### config.mk
export PLATFORM = sky130hd
export DESIGN_NAME = gas_top
export DESIGN_NICKNAME = d
export VERILOG_FILES = /design/src/rtl/gas_pkg.sv /design/src/rtl/gas_cmd_build.sv /design/src/rtl/gas_poll_ctr.sv /design/src/rtl/gas_link.sv /design/src/rtl/gas_top.sv
export SDC_FILE = /design/constraint.sdc
export NUM_CORES = 1
export LEC_CHECK = 0
export ABC_AREA = 1
export BUFFER_PORTS_ARGS = -buffer_cell sky130_fd_sc_hd__buf_2
export CAP_MARGIN = 5
export CORE_AREA = 4 4 131 183
export DETAILED_ROUTE_END_ITERATION = 12
export DIE_AREA = 0 0 135 187
export GPL_TIMING_DRIVEN = 0
export SLEW_MARGIN = 10
export SYNTH_ARGS = -nofsm -noshare
export SYNTH_HDL_FRONTEND = slang
export SYNTH_HIERARCHICAL = 1
export SYNTH_SLANG_ARGS = --single-unit
### constraint.sdc
create_clock -name clk -period 4.8 [get_ports clk]
set_input_delay 1.2 -clock clk [delete_from_list [all_inputs] [get_ports clk]]
set_output_delay 1.2 -clock clk [all_outputs]
set_load 0.1 [all_outputs]
### src/rtl/gas_pkg.sv
package gas_pkg;

  localparam int unsigned DBG_DW = 32;
  localparam int unsigned DBG_AW = 7;
  localparam logic [2:0]  SIZE_CODE = 3'($clog2(DBG_DW / 8));

  localparam logic [DBG_AW-1:0] A_DATA0 = 7'h04;
  localparam logic [DBG_AW-1:0] A_ABSCS = 7'h16;
  localparam logic [DBG_AW-1:0] A_CMD   = 7'h17;

  localparam int unsigned BUSY_BIT  = 12;
  localparam logic [DBG_DW-1:0] CLEAR_WORD = 32'h0000_0700;

  typedef enum logic [1:0] {
    RES_OK      = 2'd0,
    RES_CMDERR  = 2'd1,
    RES_TIMEOUT = 2'd2,
    RES_BUSERR  = 2'd3
  } res_e;

  typedef enum logic [2:0] {
    S_IDLE, S_LOAD, S_ISSUE, S_POLL, S_CHECK, S_CLEAR, S_FETCH
  } seq_e;

  function automatic logic [15:0] gpr_regno(input logic [15:0] idx);
    return 16'h1000 + idx;
  endfunction

  function automatic logic [DBG_DW-1:0] cmd_word(input logic wr, input logic [15:0] regno);
    logic [DBG_DW-1:0] w;
    w = '0;
    w[15:0]  = regno;
    w[16]    = wr;
    w[17]    = 1'b1;
    w[22:20] = SIZE_CODE;
    return w;
  endfunction

  function automatic logic abs_busy(input logic [DBG_DW-1:0] v);
    return v[BUSY_BIT];
  endfunction

  function automatic logic [2:0] abs_cmderr(input logic [DBG_DW-1:0] v);
    return v[10:8];
  endfunction

endpackage

### src/rtl/gas_cmd_build.sv
module gas_cmd_build import gas_pkg::*; #(
  parameter int unsigned IDX_W = 5
) (
  input  logic              wr,
  input  logic [IDX_W-1:0]  idx,
  output logic [DBG_DW-1:0] cmd
);
  logic [15:0] regno;
  assign regno = gpr_regno(16'(idx));
  assign cmd   = cmd_word(wr, regno);
endmodule

### src/rtl/gas_poll_ctr.sv
module gas_poll_ctr #(
  parameter int unsigned LIMIT = 1024,
  parameter int unsigned CW    = 11
) (
  input  logic          clk,
  input  logic          rst_n,
  input  logic          clr,
  input  logic          inc,
  output logic [CW-1:0] count,
  output logic          last
);
  always_ff @(posedge clk or negedge rst_n) begin
    if (!rst_n)   count <= '0;
    else if (clr) count <= '0;
    else if (inc) count <= count + 1'b1;
  end
  assign last = (count == CW'(LIMIT - 1));
endmodule

### src/rtl/gas_link.sv
module gas_link import gas_pkg::*; (
  input  logic              clk,
  input  logic              rst_n,
  input  logic              go,
  input  logic [DBG_AW-1:0] addr_i,
  input  logic              wr_i,
  input  logic [DBG_DW-1:0] wdata_i,
  output logic              req_valid,
  input  logic              req_ready,
  output logic [DBG_AW-1:0] req_addr,
  output logic              req_write,
  output logic [DBG_DW-1:0] req_wdata,
  input  logic              rsp_valid,
  input  logic [DBG_DW-1:0] rsp_data,
  input  logic              rsp_ok,
  output logic              done,
  output logic              ok,
  output logic [DBG_DW-1:0] rdata
);
  typedef enum logic [1:0] {L_IDLE, L_REQ, L_WAIT} ph_e;
  ph_e ph_q;

  always_ff @(posedge clk or negedge rst_n) begin
    if (!rst_n) begin
      ph_q      <= L_IDLE;
      req_addr  <= '0;
      req_write <= 1'b0;
      req_wdata <= '0;
    end else begin
      unique case (ph_q)
        L_IDLE: if (go) begin
          ph_q      <= L_REQ;
          req_addr  <= addr_i;
          req_write <= wr_i;
          req_wdata <= wdata_i;
        end
        L_REQ:  if (req_ready) ph_q <= L_WAIT;
        L_WAIT: if (rsp_valid) ph_q <= L_IDLE;
        default: ph_q <= L_IDLE;
      endcase
    end
  end

  assign req_valid = (ph_q == L_REQ);
  assign done      = (ph_q == L_WAIT) && rsp_valid;
  assign ok        = rsp_ok;
  assign rdata     = rsp_data;
endmodule

### src/rtl/gas_top.sv
module gas_top import gas_pkg::*; #(
  parameter int unsigned IDX_W      = 5,
  parameter int unsigned POLL_LIMIT = 1024
) (
  input  logic              clk,
  input  logic              rst_n,
  input  logic              op_valid,
  output logic              op_ready,
  input  logic              op_write,
  input  logic [IDX_W-1:0]  op_index,
  input  logic [DBG_DW-1:0] op_wdata,
  output logic              done_valid,
  output logic [1:0]        done_status,
  output logic [2:0]        done_err,
  output logic [DBG_DW-1:0] done_rdata,
  output logic              dbg_req_valid,
  input  logic              dbg_req_ready,
  output logic [DBG_AW-1:0] dbg_req_addr,
  output logic              dbg_req_write,
  output logic [DBG_DW-1:0] dbg_req_wdata,
  input  logic              dbg_rsp_valid,
  input  logic [DBG_DW-1:0] dbg_rsp_data,
  input  logic              dbg_rsp_ok
);
  localparam int unsigned CW = $clog2(POLL_LIMIT + 1);

  seq_e st_q, st_d;
  logic              wr_q;
  logic [IDX_W-1:0]  idx_q;
  logic [DBG_DW-1:0] wd_q;
  res_e              res_q, fin_res;
  logic              fin;
  logic [2:0]        err_q;
  logic [DBG_DW-1:0] rdata_q;

  logic [DBG_DW-1:0] cmd_word_w;
  logic              acc_go, acc_wr, acc_done, acc_ok;
  logic [DBG_AW-1:0] acc_addr;
  logic [DBG_DW-1:0] acc_wdata, acc_rdata;
  logic [CW-1:0]     poll_count;
  logic              poll_last;

  // named internal events
  logic ev_accept, ev_poll_busy, ev_timeout, ev_buserr, ev_cmd_fail;
  assign ev_accept    = op_valid && op_ready;
  assign ev_poll_busy = (st_q == S_POLL) && acc_done && acc_ok && abs_busy(acc_rdata);
  assign ev_timeout   = ev_poll_busy && poll_last;
  assign ev_buserr    = acc_done && !acc_ok;
  assign ev_cmd_fail  = (st_q == S_CHECK) && acc_done && acc_ok && (abs_cmderr(acc_rdata) != 3'd0);

  gas_cmd_build #(.IDX_W(IDX_W)) u_cmd (
    .wr(wr_q), .idx(idx_q), .cmd(cmd_word_w)
  );

  gas_poll_ctr #(.LIMIT(POLL_LIMIT), .CW(CW)) u_poll (
    .clk(clk), .rst_n(rst_n), .clr(ev_accept),
    .inc(ev_poll_busy && !poll_last), .count(poll_count), .last(poll_last)
  );

  gas_link u_link (
    .clk(clk), .rst_n(rst_n), .go(acc_go), .addr_i(acc_addr), .wr_i(acc_wr),
    .wdata_i(acc_wdata), .req_valid(dbg_req_valid), .req_ready(dbg_req_ready),
    .req_addr(dbg_req_addr), .req_write(dbg_req_write), .req_wdata(dbg_req_wdata),
    .rsp_valid(dbg_rsp_valid), .rsp_data(dbg_rsp_data), .rsp_ok(dbg_rsp_ok),
    .done(acc_done), .ok(acc_ok), .rdata(acc_rdata)
  );

  // access chosen by the current step
  always_comb begin
    acc_go    = 1'b1;
    acc_wr    = 1'b0;
    acc_addr  = A_ABSCS;
    acc_wdata = '0;
    unique case (st_q)
      S_LOAD:  begin acc_wr = 1'b1; acc_addr = A_DATA0; acc_wdata = wd_q; end
      S_ISSUE: begin acc_wr = 1'b1; acc_addr = A_CMD;   acc_wdata = cmd_word_w; end
      S_POLL, S_CHECK: ;
      S_CLEAR: begin acc_wr = 1'b1; acc_wdata = CLEAR_WORD; end
      S_FETCH: acc_addr = A_DATA0;
      default: acc_go = 1'b0;
    endcase
  end

  always_comb begin
    st_d    = st_q;
    fin     = 1'b0;
    fin_res = RES_OK;
    unique case (st_q)
      S_IDLE:  if (ev_accept) st_d = op_write ? S_LOAD : S_ISSUE;
      S_LOAD:  if (acc_done) st_d = S_ISSUE;
      S_ISSUE: if (acc_done) st_d = S_POLL;
      S_POLL:  if (acc_done && !abs_busy(acc_rdata)) st_d = S_CHECK;
      S_CHECK: if (acc_done) begin
        if (ev_cmd_fail) st_d = S_CLEAR;
        else if (wr_q) begin st_d = S_IDLE; fin = 1'b1; end
        else st_d = S_FETCH;
      end
      S_CLEAR: if (acc_done) begin st_d = S_IDLE; fin = 1'b1; fin_res = RES_CMDERR; end
      S_FETCH: if (acc_done) begin st_d = S_IDLE; fin = 1'b1; end
      default: st_d = S_IDLE;
    endcase
    if (ev_timeout) begin st_d = S_IDLE; fin = 1'b1; fin_res = RES_TIMEOUT; end
    if (ev_buserr)  begin st_d = S_IDLE; fin = 1'b1; fin_res = RES_BUSERR;  end
  end

  always_ff @(posedge clk or negedge rst_n) begin
    if (!rst_n) begin
      st_q       <= S_IDLE;
      wr_q       <= 1'b0;
      idx_q      <= '0;
      wd_q       <= '0;
      res_q      <= RES_OK;
      err_q      <= '0;
      rdata_q    <= '0;
      done_valid <= 1'b0;
    end else begin
      st_q       <= st_d;
      done_valid <= fin;
      if (ev_accept) begin
        wr_q    <= op_write;
        idx_q   <= op_index;
        wd_q    <= op_wdata;
        err_q   <= '0;
        rdata_q <= '0;
      end
      if (ev_cmd_fail) err_q <= abs_cmderr(acc_rdata);
      if ((st_q == S_FETCH) && acc_done && acc_ok) rdata_q <= acc_rdata;
      if (fin) res_q <= fin_res;
    end
  end

  assign op_ready    = (st_q == S_IDLE);
  assign done_status = res_q;
  assign done_err    = err_q;
  assign done_rdata  = rdata_q;
endmodule

==> flow_summary.yaml <==
critical_path:
  required_ns: 5.12
  r2r_end: "u_poll/count[10]"
  crit_path_end_kind: "register"
  cp-start-kind: "input port"
  crit_type: "input port to register"
  ff2ff_setup_slack_ns: 2.01
  crit_fanout: 5
  worstReg2RegStart: "u_link/ph_q[1]"
  cp-startpoint: "dbg_rsp_valid"
  arrival_ns: 3.46
  r2r_cells: 11
timing:
  slew_viol_final: 0
  hold_violations: 0
  setup_viol: 0
  slew-limit-headroom_pct: 27.8
  rsz0062_at_grt: "no"
  whs_ns: 0.464
  min_period_ns: 3.14
  tightest_slew_ns: 1.07
  setup-tns-final_ns: 0
  finClkSkew_ns: 0.00837
  fin_crit_sh_pct: 65.5
  max_freq_mhz: 318
yosys:
  synth.distinct_cells: 31
  async_reset_ff_share_pct: 100
  yosys-top-cells-area: "dfrtp_1 50%, nand2_1 15%, buf_4 8.1%"
  synth_flop_cell: "dfrtp_1"
  syn_inst: 783
  syn_avg_cell_area_um2: 8.44
  ys_seq_area_share_pct: 50.0
  synth_commonest_cells: "256 x nand2_1, 132 x dfrtp_1, 88 x nand3_1"
  synth_seq_cells: 132
  yosysTopAreaCellShare_pct: 50.0
  synth_area_leader_cell: "dfrtp_1"
  synth.most_common_cell: "nand2_1"
  syn_area_mm2: 0.00661
  synth_edf_count: 0
  yosys_warnings: 6
global_routing:
  grt_pass1_vias: 5601
  grt_antenna_before_repair: 2
  grt_overflow: 0
  grt_max_degree: 75
  grt_pass1_wl_um: 28700
  grt.total_usage_pct: 14.4
run:
  maxCapViolations: 0
die:
  start_util_pct: 29.5
  die_w_um: 135
  rows: 65
  die-area_mm2: 0.0252
  core_area_mm2: 0.0224
  fp.dieH_um: 187
  io_pins: 156
clock_network:
  cts_tree: "yes"
  numCtsBuffers: 17
  cts_max_path_buffers: 2
  postCtsHoldBufs: 0
  insertion_delay_ns: 0.43
  clkTransAtPathRegs_ns: 0.06
  cts_resized: 0
  htree_levels: 4
  cts_setup_buffers: 0
  cts_sinks: 132
  cts_root_buf: "clkbuf_16"
detailed_routing:
  first_iter_violations: 294
  route.vias.total: 5482
  ant_nets: 0
  viasPerCell: 4.33
  finalWirelength_um: 17900
  drc: 0
  firstDrtPassIters: 4
  drt-wirelength-per-cell_um: 14.2
power:
  ir_drop_mv: 0.374
  p_per_area_mw_per_mm2: 759
  p_leak_nw: 4.64
place:
  gp_congestion: 0.843
  io_buffer_count: 122
  dp_hpwl_um: 13400
cells_and_area:
  drive_gt1_share_pct: 29.4
  antenna_cells: 0
  nets: 1028
  area_growth_pct: 26.0
  n_fill_cell: 2338
worst_hold_path:
  worstHoldStart: "u_link/req_wdata[11]"
  hold_path.class: "register to register"
  min_to: "u_link/req_wdata[11]"
  hold_depth: 2
status:
  outcome: "finished, final reports clean"
per-layer routing:
metal	GRT usage, %	part of all wire (%)	up-vias
li1	-	-	2768
met1	16.3	40	2533
met2	25.6	52	144
met3	3.90	5.5	33
met4	5.78	2.5	4
met5	0	0.12	-
metrics by stage:
step / instance area, um2 / cells / power [mW] / worst slack (ns) / util (%)
floorplan: 6700 / 809 / 4.33 / 1.86 / -
global placement: 7690 / 1232 / 5.01 / 0.613 / 34.4
detailed placement: 7720 / 1233 / 5.04 / 1.20 / 34.5
CTS: 8320 / 1265 / 6.40 / 1.65 / 37.2
global route: 8320 / 1265 / 6.71 / 1.47 / 37.2
finish: 8320 / 1265 / 6.32 / 1.66 / 37.2
layout make-up:
type | count | area, um2 | share of cell area [%]
Clock buffer | 17 | 425 | 5.11
Clock inverter | 15 | 173 | 2.07
Tap cell | 301 | 377 | 4.52
Multi-Input combinational cell | 505 | 2390 | 28.7
Inverter | 64 | 240 | 2.89
Sequential cell | 132 | 3300 | 39.7
Timing Repair Buffer | 123 | 644 | 7.74
Buffer | 108 | 769 | 9.25
critical path: stages:
cell     delay (ns)
buf_2          0.08
nor3b_1        0.48
nand2_1        0.18
nor4_1         0.90
nor2_4         0.11
inv_1          0.14
nand2_1        0.08
nor2_1         0.14
nand2_1        0.06
nand2_1        0.05
nor2_1         0.03
layout by cell type, fill, tap and decap left out, types with 2 or more instances in the layout:
master      netlist  layout
nand2_2           3       3
nor3_1            2       2
a21oi_1           9       9
clkinvlp_4        0       2
nand3b_1          2       2
nor2_1           20      20
bufinv_16         0       2
clkbuf_1          5       5
clkbuf_16         0      17
inv_2             7       7
o21ai_0          10      10
nand3_2           4       4
nor2_4            6       6
clkinv_4          0       4
o21ai_1          35      35
conb_1            4      30
buf_4            71      71
inv_8             0       2
or2_2             2       2
nand3_1          88      88
nand2_1         256     256
inv_1            57      57
dfrtp_1         132     132
inv_6             0       4
buf_2            22     143
buf_6             8       9
a32o_1           29      29
nor2_2            2       2
sequential cells by signal, indices dropped and copies added (netlist names):
| name | cells |
|---|---|
| done_rdata | 32 |
| u_link/req_wdata | 32 |
| wd_q | 32 |
| u_poll/count | 11 |
| u_link/req_addr | 7 |
| idx_q | 5 |
| done_err | 3 |
| st_q | 3 |
| done_status | 2 |
| u_link/ph_q | 2 |
| done_valid | 1 |
| u_link/req_write | 1 |
| wr_q | 1 |
where the power goes:
group / leakage, nW / switching, mW / internal [mW]
registers: 1.74 / 0.199 / 1.47
clock network: 0.289 / 0.542 / 0.779
logic: 2.61 / 2.56 / 0.765
total: 4.64 / 3.30 / 3.02
worst max-delay path by stage:
stage	to	slack, ns	cells after the start
finish	u_poll/count[10]	1.66	11
detailed placement	u_poll/count[10]	1.20	11
global route	u_poll/count[9]	1.47	9
CTS	u_poll/count[10]	1.65	11
floorplan	u_poll/count[10]	1.86	10
global placement	done_rdata[31]	0.61	1
logic make-up (layout without fill, tap and decap cells):
group	Yosys count	count (layout)	synth area share, %
AND/OR/NAND/NOR	389	389	25.5
other	4	30	0.227
flip-flops	132	132	50.0
adder cells (fa/ha/maj)	1	1	0.189
AO/OA/AOI/OAI	85	85	8.79
buffers and inverters	172	327	15.3
Note: power is estimated with default switching activity, not from simulation.
